==> config.mk <==
export PLATFORM = sky130hd
export DESIGN_NAME = lfru_victim_sel
export DESIGN_NICKNAME = d
export VERILOG_FILES = /design/src/rtl/lfru_pkg.sv /design/src/rtl/lfru_way_state.sv /design/src/rtl/lfru_victim_pick.sv /design/src/rtl/lfru_victim_sel.sv
export SDC_FILE = /design/constraint.sdc
export NUM_CORES = 1
export LEC_CHECK = 0
export BUFFER_PORTS_ARGS = -buffer_cell sky130_fd_sc_hd__buf_2
export CORE_AREA = 2 2 70 89
export DETAILED_ROUTE_END_ITERATION = 16
export DIE_AREA = 0 0 72 91
export GPL_ROUTABILITY_DRIVEN = 0
export PLACE_DENSITY = 0.63
export SKIP_LAST_GASP = 1
export SLEW_MARGIN = 40
export SYNTH_ARGS = -nofsm -noshare
export SYNTH_HDL_FRONTEND = slang
export SYNTH_HIERARCHICAL = 1
export SYNTH_SLANG_ARGS = --single-unit
export TNS_END_PERCENT = 20
==> constraint.sdc <==
create_clock -name clk -period 5.7 [get_ports clk]
set_input_delay 0.285 -clock clk [delete_from_list [all_inputs] [get_ports clk]]
set_output_delay 0.285 -clock clk [all_outputs]
set_load 0.01 [all_outputs]
==> src/rtl/lfru_pkg.sv <==
package lfru_pkg;

  typedef enum logic {
    POL_LRU  = 1'b0,
    POL_LFRU = 1'b1
  } repl_pol_e;

endpackage

==> src/rtl/lfru_way_state.sv <==
module lfru_way_state #(
  parameter int WAYS  = 4,
  parameter int CNT_W = 4,
  parameter int ID    = 0,
  localparam int IDX_W = $clog2(WAYS),
  localparam int RANK_W = IDX_W
) (
  input  logic              clk,
  input  logic              rst_n,
  input  logic              acc_vld,
  input  logic [IDX_W-1:0]  acc_way,
  input  logic              acc_fill,
  input  logic [RANK_W-1:0] acc_rank,
  output logic              valid_q,
  output logic [CNT_W-1:0]  cnt_q,
  output logic [RANK_W-1:0] rank_q
);

  localparam logic [CNT_W-1:0] CNT_MAX = {CNT_W{1'b1}};

  logic              sel;
  logic              upd_en;
  logic              valid_d;
  logic [CNT_W-1:0]  cnt_d;
  logic [RANK_W-1:0] rank_d;

  assign sel    = acc_vld && (acc_way == IDX_W'(ID));
  assign upd_en = acc_vld;

  always_comb begin
    valid_d = valid_q;
    cnt_d   = cnt_q;
    rank_d  = rank_q;
    if (sel) begin
      rank_d = '0;
      if (acc_fill) begin
        valid_d = 1'b1;
        cnt_d   = CNT_W'(1);
      end else if (cnt_q != CNT_MAX) begin
        cnt_d = cnt_q + CNT_W'(1);
      end
    end else if (rank_q < acc_rank) begin
      rank_d = rank_q + RANK_W'(1);
    end
  end

  always_ff @(posedge clk or negedge rst_n) begin
    if (!rst_n) begin
      valid_q <= 1'b0;
      cnt_q   <= '0;
      rank_q  <= RANK_W'(ID);
    end else if (upd_en) begin
      valid_q <= valid_d;
      cnt_q   <= cnt_d;
      rank_q  <= rank_d;
    end
  end

  // an accessed way is most recent afterwards
  p_mru_after_access_r4: assert property (@(posedge clk) disable iff (!rst_n)
    sel |=> (rank_q == '0));

  // a fill leaves the way valid with a count of one
  p_fill_sets_one_r2: assert property (@(posedge clk) disable iff (!rst_n)
    (sel && acc_fill) |=> (valid_q && cnt_q == CNT_W'(1)));

  // a hit below the ceiling adds exactly one
  p_hit_increments_r3: assert property (@(posedge clk) disable iff (!rst_n)
    (sel && !acc_fill && cnt_q != CNT_MAX) |=> (cnt_q == $past(cnt_q) + CNT_W'(1)));

  // a hit at the ceiling does not wrap
  p_no_wrap_r3: assert property (@(posedge clk) disable iff (!rst_n)
    (sel && !acc_fill && cnt_q == CNT_MAX) |=> (cnt_q == CNT_MAX));

  // without an access the way keeps its state
  p_idle_stable_r4: assert property (@(posedge clk) disable iff (!rst_n)
    !acc_vld |=> ($stable(rank_q) && $stable(cnt_q) && $stable(valid_q)));

endmodule

==> src/rtl/lfru_victim_pick.sv <==
module lfru_victim_pick
  import lfru_pkg::*;
#(
  parameter int WAYS  = 4,
  parameter int CNT_W = 4,
  localparam int IDX_W = $clog2(WAYS),
  localparam int RANK_W = IDX_W,
  localparam int KEY_W = 1 + CNT_W + RANK_W
) (
  input  repl_pol_e                       pol,
  input  logic                            vic_req,
  input  logic [WAYS-1:0]                 valid,
  input  logic [WAYS-1:0][CNT_W-1:0]      cnt,
  input  logic [WAYS-1:0][RANK_W-1:0]     rank,
  output logic [IDX_W-1:0]                vic_way
);

  // Smaller key means a better eviction candidate. Empty ways key to zero,
  // valid ways order by count (policy dependent) and then by age.
  logic [WAYS-1:0][KEY_W-1:0] key;

  for (genvar g = 0; g < WAYS; g++) begin : g_key
    logic [CNT_W-1:0] cnt_term;
    assign cnt_term = (pol == POL_LFRU) ? cnt[g] : '0;
    assign key[g]   = valid[g] ? {1'b1, cnt_term, ~rank[g]} : '0;
  end

  logic [IDX_W-1:0] best_idx;
  logic [KEY_W-1:0] best_key;

  always_comb begin
    best_idx = '0;
    best_key = key[0];
    for (int i = 1; i < WAYS; i++) begin
      if (key[i] < best_key) begin
        best_key = key[i];
        best_idx = IDX_W'(i);
      end
    end
  end

  assign vic_way = vic_req ? best_idx : '0;

endmodule

==> src/rtl/lfru_victim_sel.sv <==
module lfru_victim_sel
  import lfru_pkg::*;
#(
  parameter int WAYS  = 4,
  parameter int CNT_W = 4,
  localparam int IDX_W = $clog2(WAYS),
  localparam int RANK_W = IDX_W
) (
  input  logic             clk,
  input  logic             rst_n,
  input  logic             acc_vld,
  input  logic [IDX_W-1:0] acc_way,
  input  logic             acc_fill,
  input  logic             mode_lfru,
  input  logic             vic_req,
  output logic [IDX_W-1:0] vic_way
);

  logic [WAYS-1:0]             valid_q;
  logic [WAYS-1:0][CNT_W-1:0]  cnt_q;
  logic [WAYS-1:0][RANK_W-1:0] rank_q;
  logic [RANK_W-1:0]           acc_rank;
  repl_pol_e                   pol;

  assign acc_rank = rank_q[acc_way];
  assign pol      = repl_pol_e'(mode_lfru);

  for (genvar w = 0; w < WAYS; w++) begin : g_way
    lfru_way_state #(
      .WAYS  (WAYS),
      .CNT_W (CNT_W),
      .ID    (w)
    ) u_way (
      .clk      (clk),
      .rst_n    (rst_n),
      .acc_vld  (acc_vld),
      .acc_way  (acc_way),
      .acc_fill (acc_fill),
      .acc_rank (acc_rank),
      .valid_q  (valid_q[w]),
      .cnt_q    (cnt_q[w]),
      .rank_q   (rank_q[w])
    );
  end

  lfru_victim_pick #(
    .WAYS  (WAYS),
    .CNT_W (CNT_W)
  ) u_pick (
    .pol     (pol),
    .vic_req (vic_req),
    .valid   (valid_q),
    .cnt     (cnt_q),
    .rank    (rank_q),
    .vic_way (vic_way)
  );

  // Ranks must stay a permutation of 0..WAYS-1
  logic [WAYS-1:0] rank_seen;
  always_comb begin
    rank_seen = '0;
    for (int i = 0; i < WAYS; i++) begin
      rank_seen[rank_q[i]] = 1'b1;
    end
  end

  p_rank_permutation_r4: assert property (@(posedge clk) disable iff (!rst_n)
    (&rank_seen));

  // an empty way is always preferred
  p_empty_first_r5: assert property (@(posedge clk) disable iff (!rst_n)
    (vic_req && !(&valid_q)) |-> !valid_q[vic_way]);

  // least recently used mode names the oldest way
  p_lru_oldest_r6: assert property (@(posedge clk) disable iff (!rst_n)
    (vic_req && (&valid_q) && !mode_lfru) |-> (rank_q[vic_way] == RANK_W'(WAYS-1)));

  // no request, index reads zero
  p_idle_zero_r10: assert property (@(posedge clk) disable iff (!rst_n)
    !vic_req |-> (vic_way == '0));

endmodule

==> results of run 1 <==
[final cells by class]
type,count,share of cell area (%)
inverters,25,3.06
flip-flops and latches,28,23.1
well taps,66,2.69
multi-input cells,204,61.5
clock buffers,3,1.35
clock inverters,1,0.978
repair buffers,32,7.34
[repair_timing]
action                                  CTS  global route
hold buffers                              0             0
gates resized for setup                  22            18
endpoints found under the setup margin    2             2
setup buffers                             5             8
pin swaps                                16            16
[worst min path at each step]
stage	start	endpoint	slack (ns)	cells past startpoint
after floorplan	rst_n	g_way[0].u_way/cnt_q[0]$_DFFE_PN0P_	-0.01	0
final	rst_n	g_way[1].u_way/cnt_q[2]$_DFFE_PN0P_	0.02	1
after global routing	rst_n	g_way[1].u_way/cnt_q[2]$_DFFE_PN0P_	0.07	1
after detailed placement	rst_n	g_way[1].u_way/cnt_q[2]$_DFFE_PN0P_	0.36	1
after CTS	rst_n	g_way[1].u_way/cnt_q[1]$_DFFE_PN0P_	0.03	1
after global placement	rst_n	g_way[1].u_way/cnt_q[2]$_DFFE_PN0P_	0.36	1
[cells by family after synthesis]
logic type,after synthesis,synth area share [%]
xor gates and xnor gates,5,1.74
adders and majority gates,24,11.9
muxes,12,6.45
DFF,28,28.0
buffers and inverters,31,6.01
AOI/OAI and AO/OA,83,26.1
and+or+nand+nor,80,19.8
[report_power, final]
| part | internal, W | switching, W | leakage [nW] | total [W] |
|---|---|---|---|---|
| Sequential | 0.000230 | 0.0000479 | 0.331 | 0.000278 |
| Combinational | 0.000354 | 0.000331 | 0.931 | 0.000685 |
| Clock | 0.0000943 | 0.0000715 | 0.0357 | 0.000166 |
[routing by layer]
metal | up-vias | global-route usage [%]
met5 | - | 0
met4 | 0 | 7.23
li1 | 1064 | -
met3 | 14 | 2.77
met1 | 1077 | 23.0
met2 | 32 | 34.2
[sequential cells by signal, indices dropped and copies added, names as in the netlist]
name and count:
g_way.u_way/rank_q 8, g_way.u_way/cnt_q 16, g_way.u_way/valid_q 4
[worst reg2reg max path, delay by kind of cell (launching register included)]
kind          cells  cell delay, ns
flops             1            0.48
xor+xnor          1            0.12
fa+ha+maj         1            0.23
simple gates      2            0.37
buf+inv           1            0.09
mux               1            0.60
[cells in the final DEF (no fill, tap or decap), drive strengths merged, types with 4 or more instances in the layout]
cell     n
nor2     8
a41oi    7
o21ai   10
mux2     8
and3     8
buf     32
a31oi    8
nor2b    5
nand2b  10
o22ai    7
a21o     8
nand2    8
xnor2    4
dfrtp   24
dfstp    4
nand3   17
a21oi   19
and4     5
nor3     6
inv     25
ha      24
and4bb   4
o21a     5
[synthesized netlist by cell type, types with 3 or more instances]
library cell,n
sky130_fd_sc_hd__a21o_1,4
sky130_fd_sc_hd__a21o_2,4
sky130_fd_sc_hd__a21oi_1,18
sky130_fd_sc_hd__a31oi_1,8
sky130_fd_sc_hd__a41oi_1,3
sky130_fd_sc_hd__a41oi_2,4
sky130_fd_sc_hd__and3_1,7
sky130_fd_sc_hd__and4_1,5
sky130_fd_sc_hd__and4bb_2,3
sky130_fd_sc_hd__buf_6,3
sky130_fd_sc_hd__dfrtp_1,24
sky130_fd_sc_hd__dfstp_2,4
sky130_fd_sc_hd__ha_1,24
sky130_fd_sc_hd__inv_1,25
sky130_fd_sc_hd__mux2_2,8
sky130_fd_sc_hd__nand2_1,6
sky130_fd_sc_hd__nand2b_1,10
sky130_fd_sc_hd__nand3_1,17
sky130_fd_sc_hd__nor2_1,8
sky130_fd_sc_hd__nor2b_1,5
sky130_fd_sc_hd__nor3_1,5
sky130_fd_sc_hd__o211ai_1,3
sky130_fd_sc_hd__o21a_1,5
sky130_fd_sc_hd__o21ai_0,9
sky130_fd_sc_hd__o22ai_1,4
sky130_fd_sc_hd__o22ai_2,3
sky130_fd_sc_hd__or2_2,3
sky130_fd_sc_hd__xnor2_1,4
[metrics by stage]
stage / setup TNS [ns] / util (%)
4_1_cts: 0 / 50.8
6_report: 0 / 53.8
3_5_place_dp: 0 / 46.7
3_3_place_gp: 0 / 46.7
2_1_floorplan: 0 / -
5_1_grt: -0.305 / 53.8
==> Implementation_results.wiki, run 1 <==
{| class="wikitable"
! Metric !! Value
|-
| PortBufs || 9
|-
| Worst slack after detailed placement || 0.0115 ns
|-
| Length of routed wiring on met1 || 2580 µm
|-
| Number of nets still failing antenna checks after routing || 0
|-
| Sort of element at the end of the critical path || output pin
|-
| Filler cell count in the final layout || 533
|-
| Number of slew-limit violations in the final report || 0
|-
| Final net count || 326
|-
| Crit Reg-Reg Startpoint || g_way[0].u_way/rank_q[1]$_DFFE_PN0P_
|-
| Final WS setup || 0.0113 ns
|-
| Instance area after placement || 2670 µm²
|-
| Type of the worst setup path || register to output pin
|-
| Critical Path AT || 5.40 ns
|-
| Final critical path time including I/O delays and setup || 5.69 ns
|-
| Setup repair after global routing missed its margin || yes
|-
| Via total after detailed routing || 2,187
|-
| Static power due to leakage || 1.30 nW
|-
| Flops & latches, synth || 28
|-
| Grt total ovfl || 0
|-
| Count of cells along the worst register-to-register path || 6
|-
| Residual DRC || 0
|-
| Share of cells above drive strength 1 || 35.2%
|-
| Proportion of netlist area held by the largest area contributor || 23.8%
|-
| Crit start category || register
|-
| Number of H-tree branching levels || 1
|-
| Post-synthesis sequential area ratio || 28.0%
|-
| Clock tree from TritonCTS || built
|-
| Timing endpoint of the critical path || vic_way[0]
|-
| Power density over cell area || 368 nW/µm²
|-
| Final cell count without fillers || 359
|-
| Met2 WL post-DR || 3420 µm
|-
| Biggest cell delay along the critical path || 0.43 ns
|-
| Die width || 72 µm
|-
| HPWL after detailed placement || 4460 µm
|-
| Clock network latency to the later pin of the worst-skew pair || 0.29 ns
|-
| Peak supply drop || 0.199 mV
|-
| Number of hold violations in the final report || 0
|-
| Syn avg cell area || 9.58 µm²
|-
| TritonCTS buffer count || 3
|-
| Number of buffers on the longest clock path || 2
|-
| Global-route wire length before repair || 10,100 µm
|-
| Warning count from the yosys run || 6
|-
| Number of logic stages on the critical path including buffering || 22
|-
| Outcome || finished, final reports clean
|-
| Sequence of cells on the critical path || nand3_2, ha_4, a21oi_4, a211oi_2, a311oi_4, o21a_2, mux2i_2, ha_1, buf_4, a221oi_4, a21oi_2, o211a_1, a211oi_4, buf_6, mux2_4, ha_4, a21o_1, a21oi_2, a311oi_2, o32ai_2, a221o_1, buf_2
|-
| Die outline area || 6550 µm²
|-
| Worst clock skew on the final layout || 0.00262 ns
|-
| Number of setup violations in the final report || 0
|-
| Number of antenna repair diodes || 0
|-
| Number of buffer and inverter stages on the critical path || 3
|-
| Signed area change from the synthesized netlist to the final layout || 21.8%
|-
| Slowest CP cell || sky130_fd_sc_hd__dfrtp_1
|-
| Average detailed-routed wire length per instance || 17.6 µm
|-
| Worst Tran Pin Value || 0.703 ns
|-
| Clock Sinks || 28
|-
| Maximum number of pins on one net before global-route repair || 29
|-
| Post-synthesis net count || 295
|-
| Final cycle utilization of the critical path || 99.8%
|-
| Hold slack final || 0.0206 ns
|-
| Worst slew margin || 52.9%
|-
| DP Cell Count || 342
|-
| Core area || 5700 µm²
|-
| Crit path max fanout || 4
|-
| Cell row count || 31
|-
| Clock root cell || sky130_fd_sc_hd__clkbuf_8
|-
| Die Height || 91 µm
|-
| Syn Std Cell Area || 2520 µm²
|-
| Path type of the worst min-delay path || input port to async pin
|-
| Antenna violations before repair || 0
|-
| Top metal layer carrying routed signals || met4
|-
| Final std cell area, no fill || 3070 µm²
|-
| Synth area leader || sky130_fd_sc_hd__dfrtp_1
|-
| First element of the critical path || g_way[0].u_way/cnt_q[2]$_DFFE_PN0P_
|-
| Dominant register cell in the synthesized netlist || sky130_fd_sc_hd__dfrtp_1
|-
| Drt first pass iters || 4
|-
| Clock-pin slew on the worst setup and hold paths || 0.11 ns
|-
| Total routing usage reported by global routing || 19.3%
|-
| Share of synthesized registers carrying an async set or reset || 100%
|-
| DR vias/cell || 6.09
|-
| Total Power Consumption || 0.00113 W
|-
| Data required time at the worst endpoint || 5.41 ns
|-
| Biggest area contributors in the synthesized netlist || sky130_fd_sc_hd__dfrtp_1 (24%), sky130_fd_sc_hd__ha_1 (12%), sky130_fd_sc_hd__dfstp_2 (4.2%), sky130_fd_sc_hd__inv_1 (3.7%), sky130_fd_sc_hd__a21oi_1 (3.6%)
|-
| Maximum operating frequency || 176 MHz
|-
| Critical register-to-register path endpoint || g_way[1].u_way/rank_q[1]$_DFFE_PN0P_
|-
| Met3 wire len || 167 µm
|-
| Vias in the first global route || 2,142
|-
| Post-synth EDFFs || 0
|-
| Num ports || 10
|-
| Category of cells accounting for the largest share of critical-path delay || compound AO/OA/AOI/OAI gates
|-
| Number of DRC markers in iteration 0 || 65
|-
| Number of different library cells in the post-synthesis netlist || 59
|-
| Area used by sequential logic in the layout || 708 µm²
|-
| Area of the multi-input gates || 1890 µm²
|-
| Initial core utilization || 44.2%
|-
| Final Routed Wirelength || 6330 µm
|-
| Max-Cap Viols || 0
|-
| Synthesized netlist cell count || 263
|-
| Register-to-register path setup slack || 3.68 ns
|}
Power figures use the tool's default switching activity.
==> run 2: changes to the inputs <==
Settings changed: BUFFER_PORTS_ARGS -buffer_cell sky130_fd_sc_hd__buf_2 to not set, DONT_BUFFER_PORTS set to 1, PLACE_DENSITY 0.63 to 0.62, REMOVE_ABC_BUFFERS set to 1.
==> run 2 against run 1 <==
Final cell count down 1.7%. Largest cell class unchanged. Die area did not move. Clock-buffer cell count is 1 higher. Largest power group unchanged. Critical path type unchanged. Clock power fell by 23%. Flip-flop and latch count did not move. Final area grew 1.5%. Combinational power increased by 3%.
==> Implementation_results.wiki, run 2 (synthesis gave the netlist of run 1 again) <==
{| class="wikitable"
! Metric !! Value
|-
| Clock Sinks || 28 (unchanged)
|-
| Number of antenna repair diodes || 0 (unchanged)
|-
| Most frequent standard cell in the layout excluding fill and tap cells || sky130_fd_sc_hd__inv_1
|-
| Clock-pin slew on the worst setup and hold paths || 0.11 ns (about the same)
|-
| Startpoint of the worst hold path || acc_fill
|-
| Crit start category || register
|-
| Final net count || 320 (-1.8%)
|-
| Type of the worst setup path || register to output pin
|-
| Final critical path time including I/O delays and setup || 5.66 ns (-0.0274 ns)
|-
| Fraction of the core area covered by cells at the end of the flow || 54.7% (+0.83 points)
|-
| Worst slack after detailed placement || 0.0307 ns (+0.0192 ns)
|-
| Maximum operating frequency || 177 MHz (+0.48%)
|-
| Setup TNS || 0 ns (unchanged)
|-
| Outcome || finished, final reports clean
|-
| Worst Tran Pin Value || 0.812 ns (+0.109 ns)
|-
| Max-Cap Viols || 0 (unchanged)
|-
| Crit path max fanout || 7 (+3)
|-
| Initial core utilization || 44.2% (unchanged)
|-
| First element of the critical path || g_way[0].u_way/valid_q$_DFFE_PN0P_
|-
| Num ports || 10 (unchanged)
|-
| Via total after detailed routing || 2,144 (-2.0%)
|-
| Static power due to leakage || 1.29 nW (-0.68%)
|-
| Number of setup violations in the final report || 0 (unchanged)
|-
| Commonest cells after routing, fill and taps aside || sky130_fd_sc_hd__inv_1 (24), sky130_fd_sc_hd__buf_4 (22), sky130_fd_sc_hd__dfrtp_1 (19), sky130_fd_sc_hd__ha_1 (15)
|-
| Power density over cell area || 356 nW/µm² (-3.2%)
|-
| Drt first pass iters || 4 (unchanged)
|-
| Final WS setup || 0.0387 ns (+0.0274 ns)
|-
| Signed area change from the synthesized netlist to the final layout || 23.7%
|-
| Number of DRC markers in iteration 0 || 93 (+43%)
|-
| Number of H-tree branching levels || 1 (unchanged)
|-
| Clock root cell || sky130_fd_sc_hd__clkbuf_8
|-
| Average detailed-routed wire length per instance || 17.0 µm (-3.4%)
|-
| Maximum number of pins on one net before global-route repair || 29 (unchanged)
|-
| Number of nets still failing antenna checks after routing || 0 (unchanged)
|-
| Total routing usage reported by global routing || 18.0% (-1.3 points)
|-
| Clock tree from TritonCTS || built
|-
| TritonCTS buffer count || 3 (unchanged)
|-
| Core area || 5700 µm² (unchanged)
|-
| Critical Path AT || 5.38 ns (-0.02 ns)
|-
| Final cycle utilization of the critical path || 99.3% (-0.48 points)
|-
| Register-to-register path setup slack || 3.70 ns (+0.02 ns)
|-
| PortBufs || 0 (-9)
|-
| Total Power Consumption || 0.00111 W (-1.7%)
|-
| Number of buffers on the longest clock path || 2 (unchanged)
|-
| DR vias/cell || 6.07 (-0.30%)
|-
| Grt total ovfl || 0 (unchanged)
|-
| Share of cells above drive strength 1 || 37.3% (+2.1 points)
|-
| Vias in the first global route || 2,025 (-5.5%)
|-
| Sort of element at the end of the critical path || output pin
|-
| Largest register FFs || 16 (unchanged)
|-
| HPWL after detailed placement || 4060 µm (-9.1%)
|-
| Residual DRC || 0 (unchanged)
|-
| Antenna violations before repair || 0 (unchanged)
|-
| Data required time at the worst endpoint || 5.41 ns (about the same)
|-
| Setup repair after global routing missed its margin || yes
|-
| Worst clock skew on the final layout || 0.00186 ns (-0.000761 ns)
|-
| Hold slack final || 0.0761 ns (+0.0555 ns)
|-
| Global-route wire length before repair || 9550 µm (-5.3%)
|-
| Number of hold violations in the final report || 0 (unchanged)
|-
| Die Height || 91 µm (unchanged)
|-
| Peak supply drop || 0.253 mV (+27%)
|-
| Final Routed Wirelength || 6010 µm (-5.0%)
|-
| Path type of the worst min-delay path || input port to register
|-
| Die width || 72 µm (unchanged)
|-
| Number of slew-limit violations in the final report || 0 (unchanged)
|-
| Worst slew margin || 45.7% (-7.3 points)
|-
| Largest registers in the final layout || g_way.u_way/cnt_q: 16 flops, g_way.u_way/rank_q: 8 flops, g_way.u_way/valid_q: 4 flops
|-
| Die outline area || 6550 µm² (unchanged)
|-
| Reg with most FFs || g_way.u_way/cnt_q
|-
| Cell row count || 31 (unchanged)
|-
| Clock network latency to the later pin of the worst-skew pair || 0.28 ns (about the same)
|-
| Crit Reg-Reg Startpoint || g_way[1].u_way/rank_q[1]$_DFFE_PN0P_
|}
run 2: path summary, 6_finish.rpt:
path,depth (start not counted),end
setup / recovery,21,vic_way[0]
hold / removal,1,g_way[3].u_way/cnt_q[1]$_DFFE_PN0P_
setup reg to reg,6,g_way[0].u_way/rank_q[1]$_DFFE_PN0P_
hold reg to reg,2,g_way[1].u_way/cnt_q[1]$_DFFE_PN0P_
max in group asynchronous,2,g_way[1].u_way/rank_q[0]$_DFFE_PN1P_
min in group asynchronous,2,g_way[3].u_way/cnt_q[0]$_DFFE_PN0P_
run 2: power breakdown:
group	internal (W)	total (W)	leakage, nW	switching, W
logic	0.000368	0.000704	0.933	0.000336
registers	0.000231	0.000278	0.328	0.0000474
clock network	0.0000619	0.000128	0.0288	0.0000656
run 2: what timing repair did:
| item | CTS | global route |
|---|---|---|
| gates resized for setup | 14 | 42 |
| gates cloned | 0 | 0 |
| setup buffers | 5 | 14 |
| hold endpoints to repair | 28 | 0 |
| endpoints found under the setup margin | 2 | 2 |
| hold buffers | 2 | 0 |
| pin swaps | 8 | 24 |
run 2: area by class of cell:
type,instances,area [µm²]
inverter,25,93.8
timing repair buffer,26,218
clock buffer,4,55.1
fill,503,2580
multi-input combinational,204,1960
tap,66,82.6
sequential,28,712
run 2: layer usage:
| metal | share of wire, % | vias to the layer above | GRT usage, % |
|---|---|---|---|
| met4 | 1.9 | 0 | 3.77 |
| li1 | - | 1054 | - |
| met2 | 52 | 26 | 31.7 |
| met1 | 44 | 1056 | 22.9 |
| met3 | 2.5 | 8 | 2.66 |
| met5 | 0 | - | 0 |
run 2: metrics by stage:
step                std cells  area (µm²)
floorplan                 257        2460
global placement          328        2580
detailed placement        328        2580
CTS                       339        2770
global route              353        3120
finish                    353        3120
run 2: critical path, cell delays in order, from the launching register on:
cell and delay (ns):
sky130_fd_sc_hd__dfrtp_2 0.50, sky130_fd_sc_hd__nand3_4 0.12, sky130_fd_sc_hd__ha_4 0.27, sky130_fd_sc_hd__a21oi_4 0.16, sky130_fd_sc_hd__a211oi_2 0.07, sky130_fd_sc_hd__a311oi_4 0.37, sky130_fd_sc_hd__o21a_1 0.26, sky130_fd_sc_hd__mux2i_2 0.26
sky130_fd_sc_hd__ha_1 0.29, sky130_fd_sc_hd__and2_4 0.19, sky130_fd_sc_hd__a221oi_4 0.32, sky130_fd_sc_hd__buf_4 0.18, sky130_fd_sc_hd__a21oi_4 0.06, sky130_fd_sc_hd__a211oi_4 0.32, sky130_fd_sc_hd__buf_6 0.17, sky130_fd_sc_hd__mux2_4 0.31
sky130_fd_sc_hd__ha_4 0.26, sky130_fd_sc_hd__a21o_1 0.15, sky130_fd_sc_hd__a21oi_4 0.08, sky130_fd_sc_hd__a311oi_2 0.28, sky130_fd_sc_hd__o32ai_2 0.11, sky130_fd_sc_hd__a221o_1 0.36
